--- config.mk ---
export PLATFORM = sky130hd
export DESIGN_NAME = pktbuf_ptr_port
export DESIGN_NICKNAME = d
export VERILOG_FILES = /design/src/rtl/pktbuf_ptr_port.sv
export SDC_FILE = /design/constraint.sdc
export NUM_CORES = 1
export LEC_CHECK = 0
export ABC_AREA = 1
export BUFFER_PORTS_ARGS = -buffer_cell sky130_fd_sc_hd__buf_2
export CAP_MARGIN = 40
export CORE_AREA = 2 2 129 131
export DETAILED_ROUTE_END_ITERATION = 10
export DIE_AREA = 0 0 131 133
export GPL_TIMING_DRIVEN = 1
export PLACE_DENSITY = 0.74
export SYNTH_ARGS = -nofsm -noshare
export SYNTH_HDL_FRONTEND = slang
export SYNTH_SLANG_ARGS = --single-unit
--- constraint.sdc ---
create_clock -name clk -period 2.6 [get_ports clk]
set_input_delay 0.39 -clock clk [delete_from_list [all_inputs] [get_ports clk]]
set_output_delay 0.39 -clock clk [all_outputs]
set_load 0.05 [all_outputs]
--- src/rtl/pktbuf_ptr_port.sv ---
`timescale 1ns/1ps
module pktbuf_ptr_port #(
  parameter int OFS_W    = 11,
  parameter int PN_W     = 5,
  parameter int DW       = 16,
  parameter int WF_DEPTH = 4
) (
  input  logic             clk,
  input  logic             rst_n,
  input  logic             ptr_load,
  input  logic [OFS_W-1:0] ld_offset,
  input  logic             ld_read,
  input  logic             ld_rx,
  input  logic             ld_autoinc,
  output logic             ptr_ack,
  output logic [OFS_W-1:0] ptr_offset,
  output logic             ptr_read,
  output logic             ptr_rx,
  output logic             ptr_autoinc,
  input  logic [PN_W-1:0]  pnum_reg,
  input  logic [PN_W-1:0]  rxq_head,
  input  logic             dp_req,
  input  logic             dp_word,
  input  logic [DW-1:0]    dp_wdata,
  output logic             dp_ack,
  output logic [DW-1:0]    dp_rdata,
  output logic             data_ready,
  output logic             wr_pending,
  output logic             mem_re,
  output logic             mem_we,
  output logic             mem_word,
  output logic [OFS_W+PN_W-1:0] mem_addr,
  output logic [DW-1:0]    mem_wdata,
  input  logic [DW-1:0]    mem_rdata,
  input  logic             mem_wgnt
);
  localparam int AW = OFS_W + PN_W;
  localparam int QW = $clog2(WF_DEPTH);
  localparam int BW = DW / 2;

  logic [OFS_W-1:0] hofs, nofs;
  logic rd_mode, rx_mode, ai_mode;
  logic fetch_req, fetch_wait, rdy;
  logic [DW-1:0] dreg;

  logic [AW-1:0] q_addr [WF_DEPTH];
  logic          q_word [WF_DEPTH];
  logic [DW-1:0] q_data [WF_DEPTH];
  logic [QW-1:0] wp, rp;
  logic [QW:0]   cnt;

  wire [PN_W-1:0]  pn_sel   = rx_mode ? rxq_head : pnum_reg;
  wire             q_full   = (cnt == (QW+1)'(WF_DEPTH));
  wire [OFS_W-1:0] step     = dp_word ? OFS_W'(2) : OFS_W'(1);
  wire [OFS_W-1:0] nofs_adv = ai_mode ? nofs + step : nofs;
  wire             pop      = mem_we && mem_wgnt;

  assign wr_pending  = (cnt != '0);
  assign ptr_ack     = ptr_load && !wr_pending;
  assign dp_ack      = dp_req && !ptr_load && (rd_mode ? rdy : !q_full);
  wire   rd_acc      = dp_ack && rd_mode;
  wire   wr_acc      = dp_ack && !rd_mode;

  assign ptr_offset  = hofs;
  assign ptr_read    = rd_mode;
  assign ptr_rx      = rx_mode;
  assign ptr_autoinc = ai_mode;
  assign data_ready  = rdy;
  assign dp_rdata    = dp_word ? dreg : {{(DW-BW){1'b0}}, dreg[BW-1:0]};

  assign mem_re    = fetch_req;
  assign mem_we    = wr_pending;
  assign mem_word  = mem_we ? q_word[rp] : 1'b1;
  assign mem_addr  = mem_we ? q_addr[rp] : {pn_sel, nofs};
  assign mem_wdata = q_data[rp];

  always_ff @(posedge clk or negedge rst_n) begin
    if (!rst_n) begin
      hofs       <= '0;
      nofs       <= '0;
      rd_mode    <= 1'b0;
      rx_mode    <= 1'b0;
      ai_mode    <= 1'b0;
      fetch_req  <= 1'b0;
      fetch_wait <= 1'b0;
      rdy        <= 1'b0;
      dreg       <= '0;
    end else if (ptr_ack) begin
      hofs       <= ld_offset;
      nofs       <= ld_offset;
      rd_mode    <= ld_read;
      rx_mode    <= ld_rx;
      ai_mode    <= ld_autoinc;
      fetch_req  <= ld_read;
      fetch_wait <= 1'b0;
      rdy        <= 1'b0;
    end else begin
      if (dp_ack) begin
        hofs <= nofs;
        nofs <= nofs_adv;
      end
      if (rd_acc) begin
        rdy       <= 1'b0;
        fetch_req <= 1'b1;
      end else if (fetch_req) begin
        fetch_req  <= 1'b0;
        fetch_wait <= 1'b1;
      end
      if (fetch_wait) begin
        fetch_wait <= 1'b0;
        rdy        <= 1'b1;
        dreg       <= mem_rdata;
      end
    end
  end

  always_ff @(posedge clk or negedge rst_n) begin
    if (!rst_n) begin
      wp  <= '0;
      rp  <= '0;
      cnt <= '0;
    end else begin
      if (wr_acc) wp <= (wp == QW'(WF_DEPTH-1)) ? '0 : wp + 1'b1;
      if (pop)    rp <= (rp == QW'(WF_DEPTH-1)) ? '0 : rp + 1'b1;
      cnt <= cnt + {{QW{1'b0}}, wr_acc} - {{QW{1'b0}}, pop};
    end
  end

  always_ff @(posedge clk) begin
    if (wr_acc) begin
      q_addr[wp] <= {pn_sel, nofs};
      q_word[wp] <= dp_word;
      q_data[wp] <= dp_wdata;
    end
  end
endmodule

==> flow_summary.ini, run 1 <==
[logic_synthesis]
synth_largest_area_cell = edfxtp_1
syn-cell-area_mm2 = 0.00781
synthXorXnorAreaFrac = 0.00448
ys_seq_area_frac = 0.671
synth_fp_nets = 762
synth_compound_area_frac = 0.103
yosys.area_share.simple = 0.124
synth_cells = 689
synth_top_family_by_area = simple AND/OR/NAND/NOR gates
avgSynthCellArea_um2 = 11.3
muxShareOfSynthArea = 0.0231
synthTopCellsByArea = edfxtp_1, dfrtp_1, o21ai_0
synth_cell_type_count = 33
yosys_warnings = 0
synth-seq-cells = 183
synthAdderAreaFrac = 0.0195
synth_top_cell_area_share = 0.507

[die]
die-height_um = 133
core_mm2 = 0.0162
dieArea_mm2 = 0.0174
chipWidth_um = 131
rows = 47
start_util = 0.483
num_io_pins = 131

[global_route]
grt_pass1_vias = 5215
use_met3 = 0.0461
grt_antenna_before_repair = 0
grt_busiest_layer = met2
grt_use_met2 = 0.320
overflow = 0
grt_use_total = 0.198
grt_pass1_wl_mm = 26.4
grt_max_degree = 69
met1_usage = 0.267

[sta]
max_freq_mhz = 399
setup_violations = 0
rsz0062_at_grt = no
period_share = 0.965
timing.slew.headroom = 0.631
timing.hold.ws_ns = 0.172
period_minus_slack_ns = 2.51
tightest_slew_ns = 0.554
fin_skew_ns = 0.00738
slew_viol_final = 0
hold_viol = 0
worst_slack_ns = 0.0913

[cts]
cts_sinks = 183
cts_inserted_buffers = 17
root_buffer = clkbuf_16
clk_latency_ns = 0.42
ctsLongestPathBuffers = 2
cts.clk_slew.worst_paths_ns = 0.07
post-cts-setup-buffer-count = 0
htreeDepth = 4
tritoncts = yes

[worst_setup_path]
worst-path-max-fanout = 26
critPathLaunch = rp[0]$_DFFE_PN0P_
arrival_ns = 2.12
required_ns = 2.21
worstSetupStartpointType = register
rr_startpoint = ptr_read$_DFFE_PN0P_
endpoint_kind = output port
crit_type = register to output port

[final_layout]
insertedDiodeCount = 0
layout.nets = 891
fin_area_mm2 = 0.00933
finish.utilization = 0.577
drive_above_1_share = 0.254
area_growth_pct = 19.3

[placement]
place_hpwl_mm = 10.7
gp_congestion = 0.812
placed_area_mm2 = 0.00873
place_ws_ns = 0.259
portBuffers = 130

[flow_run]
drv_cap = 0

[power]
leakagePower_uw = 0.00389
peakVddDrop_mv = 0.701
power.density_mw_per_mm2 = 1360

[routing]
wl_per_cell_um = 16.0
drt-initial-drc-count = 367
drcViolationCount = 0
viasPerCell = 5.18
num_vias = 5448
totalWireLength_mm = 16.8
ant_nets = 0
drt-pass1-iter-count = 5

[worst_hold_path]
min_path_type = input port to register
holdCritStartpoint = ld_autoinc

[outcome]
outcome = finished clean
Yosys cell counts:
master,number
buf_4,12
dfrtp_1,51
o211ai_1,6
nand3_4,1
nor2_4,1
o21a_1,1
a31oi_1,5
nand3_1,24
nand3b_1,1
clkbuf_1,12
o21ai_0,93
xnor2_1,2
a21oi_1,7
buf_2,14
nand2_2,4
nor2_2,1
o221ai_1,2
buf_6,3
mux2_2,16
nand2_4,1
o22ai_1,27
o21ai_4,1
nand4_1,1
inv_1,50
o311ai_0,1
o21ai_1,2
edfxtp_1,132
ha_1,9
nor2_1,112
xor2_1,2
clkinv_1,1
fa_1,2
nand2_1,92
report_power, final:
group	internal, uW	total (uW)	switching, uW
clock network	1470	2530	1060
registers	3820	4220	396
logic	1500	5950	4450
total	6790	12700	5910
final timing paths:
check,to,slack (ns),depth (start not counted)
max,mem_addr[13],0.09,5
min,ptr_autoinc$_DFFE_PN0P_,0.17,2
max reg2reg,cnt[2]$_DFF_PN0_,0.32,12
min reg2reg,cnt[2]$_DFF_PN0_,0.47,1
max in group asynchronous,cnt[1]$_DFF_PN0_,1.55,3
min in group asynchronous,ptr_offset[10]$_DFFE_PN0P_,0.48,2
flip-flops by register name (all words and copies together) (netlist names):
signal / count
wp: 2
dreg: 16
q_addr: 64
q_data: 64
mem_re: 1
cnt: 3
ptr_rx: 1
ptr_offset: 11
ptr_autoinc: 1
fetch_wait: 1
q_word: 4
nofs: 11
data_ready: 1
rp: 2
ptr_read: 1
per-stage QoR:
stage,TNS (ns),power [uW],instances
finish,0,12700,1051
global route,0,13400,1051
CTS,0,12800,1051
detailed placement,0,10200,1018
global placement,0,10100,1018
floorplan,-67.57,8790,689
timing repair:
action | 4_1_cts | 5_1_grt
endpoints found under the hold margin | 19 | 0
resized for setup | 0 | 0
hold buffers | 1 | 0
routing by layer:
| layer | wire length [um] | up-vias |
|---|---|---|
| met2 | 8180 | 173 |
| met3 | 998 | 12 |
| met5 | 0 | - |
| met1 | 7440 | 2631 |
| met4 | 176 | 0 |
| li1 | - | 2632 |
cell families (layout without fill, tap and decap cells):
| family | count (synthesis) | in the layout |
|---|---|---|
| AOI/OAI and AO/OA | 145 | 145 |
| and+or+nand+nor | 238 | 238 |
| xor gates and xnor gates | 4 | 4 |
| muxes | 16 | 16 |
| buffers and inverters | 92 | 234 |
| adders and majority gates | 11 | 11 |
| DFF | 183 | 183 |
critical path, cell delays in order (launching register included):
cell	delay, ns
dfrtp_2	0.43
inv_2	0.33
buf_4	0.26
o21ai_0	0.11
a31oi_1	0.26
buf_2	0.31
cells in the final DEF, fill, tap and decap left out, types with 17 or more instances in the layout:
cell type    n
edfxtp_1   132
buf_2      130
nor2_1     108
o21ai_0     93
nand2_1     92
dfrtp_1     50
inv_1       49
o22ai_1     27
nand3_1     24
clkbuf_16   17
area by class of cell:
class	count	area [um^2]
Fill cell	1348	6850
Clock inverter	12	126
Timing Repair Buffer	151	861
Sequential cell	183	5240
Tap cell	220	275
Inverter	51	191
Multi-Input combinational cell	414	2170
Clock buffer	20	457
No activity file was read; power rests on OpenSTA's default activity.
==> inputs of run 2 (changes only) <==
--- a/config.mk
+++ b/config.mk
@@ -5,12 +5,11 @@
 export SDC_FILE = /design/constraint.sdc
 export NUM_CORES = 1
 export LEC_CHECK = 0
-export ABC_AREA = 1
 export BUFFER_PORTS_ARGS = -buffer_cell sky130_fd_sc_hd__buf_2
 export CAP_MARGIN = 40
-export CORE_AREA = 2 2 129 131
+export CORE_AREA = 2 2 126 128
 export DETAILED_ROUTE_END_ITERATION = 10
-export DIE_AREA = 0 0 131 133
+export DIE_AREA = 0 0 128 130
 export GPL_TIMING_DRIVEN = 1
 export PLACE_DENSITY = 0.74
 export SYNTH_ARGS = -nofsm -noshare
==> run 2 against run 1 <==
Critical path type unchanged. Die area fell by 4.5%. Sequential cell count did not move. Critical path depth did not move.
==> flow_summary.ini, run 2 <==
[outcome]
outcome = finished clean

[final_layout]
fin_area_mm2 = 0.00893
final_common_cell = edfxtp_1
insertedDiodeCount = 0
layout_common_cells = edfxtp_1, buf_2, nand2_1
fillers = 1190
area_growth_pct = 19.3
finish.utilization = 0.579
layout.nets = 674
largestRegisters = q_addr x64, q_data x64, dreg x16
drive_above_1_share = 0.399

[routing]
wl_per_cell_um = 17.9
ant_nets = 0
viasPerCell = 5.28
drt-initial-drc-count = 380
num_vias = 4259
drt-pass1-iter-count = 5
drcViolationCount = 0
totalWireLength_mm = 14.4

[worst_setup_path]
critical_path_buf_inv_count = 3
worstSetupStartpointType = register
required_ns = 2.21
path_cells = nor3_2 -> buf_4 -> nand2_1 -> clkinv_2 -> buf_2
critPathLaunch = cnt[2]$_DFF_PN0_
r2r_setup_slack_ns = 0.16
arrival_ns = 2.06
slowest_delay_ns = 0.42
endpoint_kind = output port
cp_top_family = buffers and inverters
worst-path-max-fanout = 15
crit_type = register to output port
rr_startpoint = cnt[1]$_DFF_PN0_
cp_slowest_cell = dfrtp_1

[sta]
max_freq_mhz = 409
hold_viol = 0
period_share = 0.942
tightest_slew_ns = 0.526
rsz0062_at_grt = no
fin_skew_ns = 0.00634
setup_violations = 0
timing.slew.headroom = 0.649
period_minus_slack_ns = 2.45
worst_slack_ns = 0.152
slew_viol_final = 0

[power]
power.density_mw_per_mm2 = 1300
leakagePower_uw = 0.00355
peakVddDrop_mv = 0.800

[logic_synthesis]
ys_seq_area_frac = 0.700
synth.most_common_cell = edfxtp_1
synthTopCellsByArea = edfxtp_1, dfrtp_1, mux4_2
synth_fp_nets = 537
avgSynthCellArea_um2 = 16.1
synth_largest_area_cell = edfxtp_1
synth-seq-cells = 183
synth_edf_count = 132
syn-cell-area_mm2 = 0.00749
synth_cells = 464
ys.flop_type = edfxtp_1
synth_cell_type_count = 37
ys_async_sr_fraction = 0.279
synth_top_cell_area_share = 0.530
yosys_warnings = 0
synth_commonest_cells = edfxtp_1, nand2_1, dfrtp_1

[cts]
post-cts-setup-buffer-count = 0
ctsLongestPathBuffers = 2
clk_latency_ns = 0.42
cts.clk_slew.worst_paths_ns = 0.06
root_buffer = clkbuf_16
htreeDepth = 4
cts_inserted_buffers = 17
tritoncts = yes
cts_sinks = 183

[die]
die-height_um = 130
core_mm2 = 0.0154
start_util = 0.485
chipWidth_um = 128
num_io_pins = 131
dieArea_mm2 = 0.0166
rows = 46

[global_route]
met1_usage = 0.241
grt_use_total = 0.184
grt_use_met2 = 0.306
use_met3 = 0.0426
grt_max_degree = 40
grt_antenna_before_repair = 0
grt_pass1_wl_mm = 22.9
grt_busiest_layer = met2
grt_pass1_vias = 4405
overflow = 0

[worst_hold_path]
min_path_type = input port to register
holdCritStartpoint = ld_autoinc

[placement]
place_hpwl_mm = 9.42
place_ws_ns = 0.196
placed_area_mm2 = 0.00837
portBuffers = 130
gp_congestion = 0.779

[flow_run]
drv_cap = 0
-- run 2: cell count changes in the layout (fill, tap and decap cells not counted), sizes merged, moves of 5 or more --
| cell | change |
|---|---|
| nand3 | -8 |
| o21ai | -83 |
| nor2 | -109 |
| o211ai | -5 |
| xnor2 | +6 |
| o22ai | -27 |
| mux2 | +6 |
| a31oi | -5 |
| and2 | +12 |
| inv | -39 |
| nand2 | -9 |
| mux4 | +33 |
| buf | -5 |
-- run 2: final cells by class --
| type | count | area, um^2 | share of cell area |
|---|---|---|---|
| Multi-Input combinational cell | 239 | 2040 | 0.229 |
| Timing Repair Buffer | 146 | 802 | 0.0898 |
| Tap cell | 192 | 240 | 0.0269 |
| Sequential cell | 183 | 5250 | 0.587 |
| Clock buffer | 22 | 444 | 0.0497 |
| Inverter | 14 | 53.8 | 0.00602 |
| Clock inverter | 10 | 105 | 0.0118 |
-- run 2: power breakdown --
| group | total, uW | internal, uW | switching [uW] |
|---|---|---|---|
| logic | 4920 | 1540 | 3390 |
| clock network | 2400 | 1400 | 998 |
| registers | 4270 | 3810 | 458 |
-- run 2: kinds of logic (layout without fill, tap and decap cells) --
| logic type | count (synthesis) | after routing | share of synthesized area |
|---|---|---|---|
| flops | 183 | 183 | 0.700 |
| simple gates | 142 | 142 | 0.0891 |
| mux | 56 | 56 | 0.134 |
| buf+inv | 42 | 192 | 0.0296 |
| compound gates | 19 | 19 | 0.0144 |
| fa+ha+maj | 11 | 11 | 0.0204 |
| xor+xnor | 11 | 11 | 0.0129 |
-- run 2: stage by stage --
stage	setup TNS, ns	std cells	hold slack (ns)	power [uW]
after global routing	0	806	0.153	12200
after CTS	0	806	0.141	11700
final	0	806	0.158	11600
after floorplan	-0.221	464	0.0944	8100
after detailed placement	0	773	0.311	9300
after global placement	0	772	0.473	9170
-- run 2: metal layers --
| metal | wire [um] | up-vias | part of all wire |
|---|---|---|---|
| li1 | - | 1976 | - |
| met1 | 6250 | 2113 | 0.43 |
| met2 | 7130 | 152 | 0.49 |
| met3 | 827 | 18 | 0.057 |
| met4 | 206 | 0 | 0.014 |
| met5 | 0 | - | 0 |
-- run 2: final timing paths --
path,endpoint,depth (start not counted)
worst max register to register,cnt[2]$_DFF_PN0_,10
max in group asynchronous,rp[0]$_DFFE_PN0P_,3
min in group asynchronous,ptr_offset[3]$_DFFE_PN0P_,2
worst min register to register,ptr_offset[4]$_DFFE_PN0P_,2
worst max-delay path,ptr_ack,5
worst min-delay path,ptr_autoinc$_DFFE_PN0P_,3
-- run 2: worst register-to-register path: stages (launching register included) --
cell,delay [ns]
dfrtp_1,0.43
or4b_4,0.55
and3_4,0.19
nor2b_4,0.12
inv_2,0.04
ha_1,0.11
inv_1,0.04
ha_2,0.17
fa_2,0.33
xor2_1,0.22
xnor2_1,0.15
-- run 2: timing repair --
action	4_1_cts	5_1_grt
pin swaps	0	0
hold buffers	1	0
resized for setup	1	1
gates cloned	0	0
endpoints found under the hold margin	12	0
setup endpoints to repair	2	2
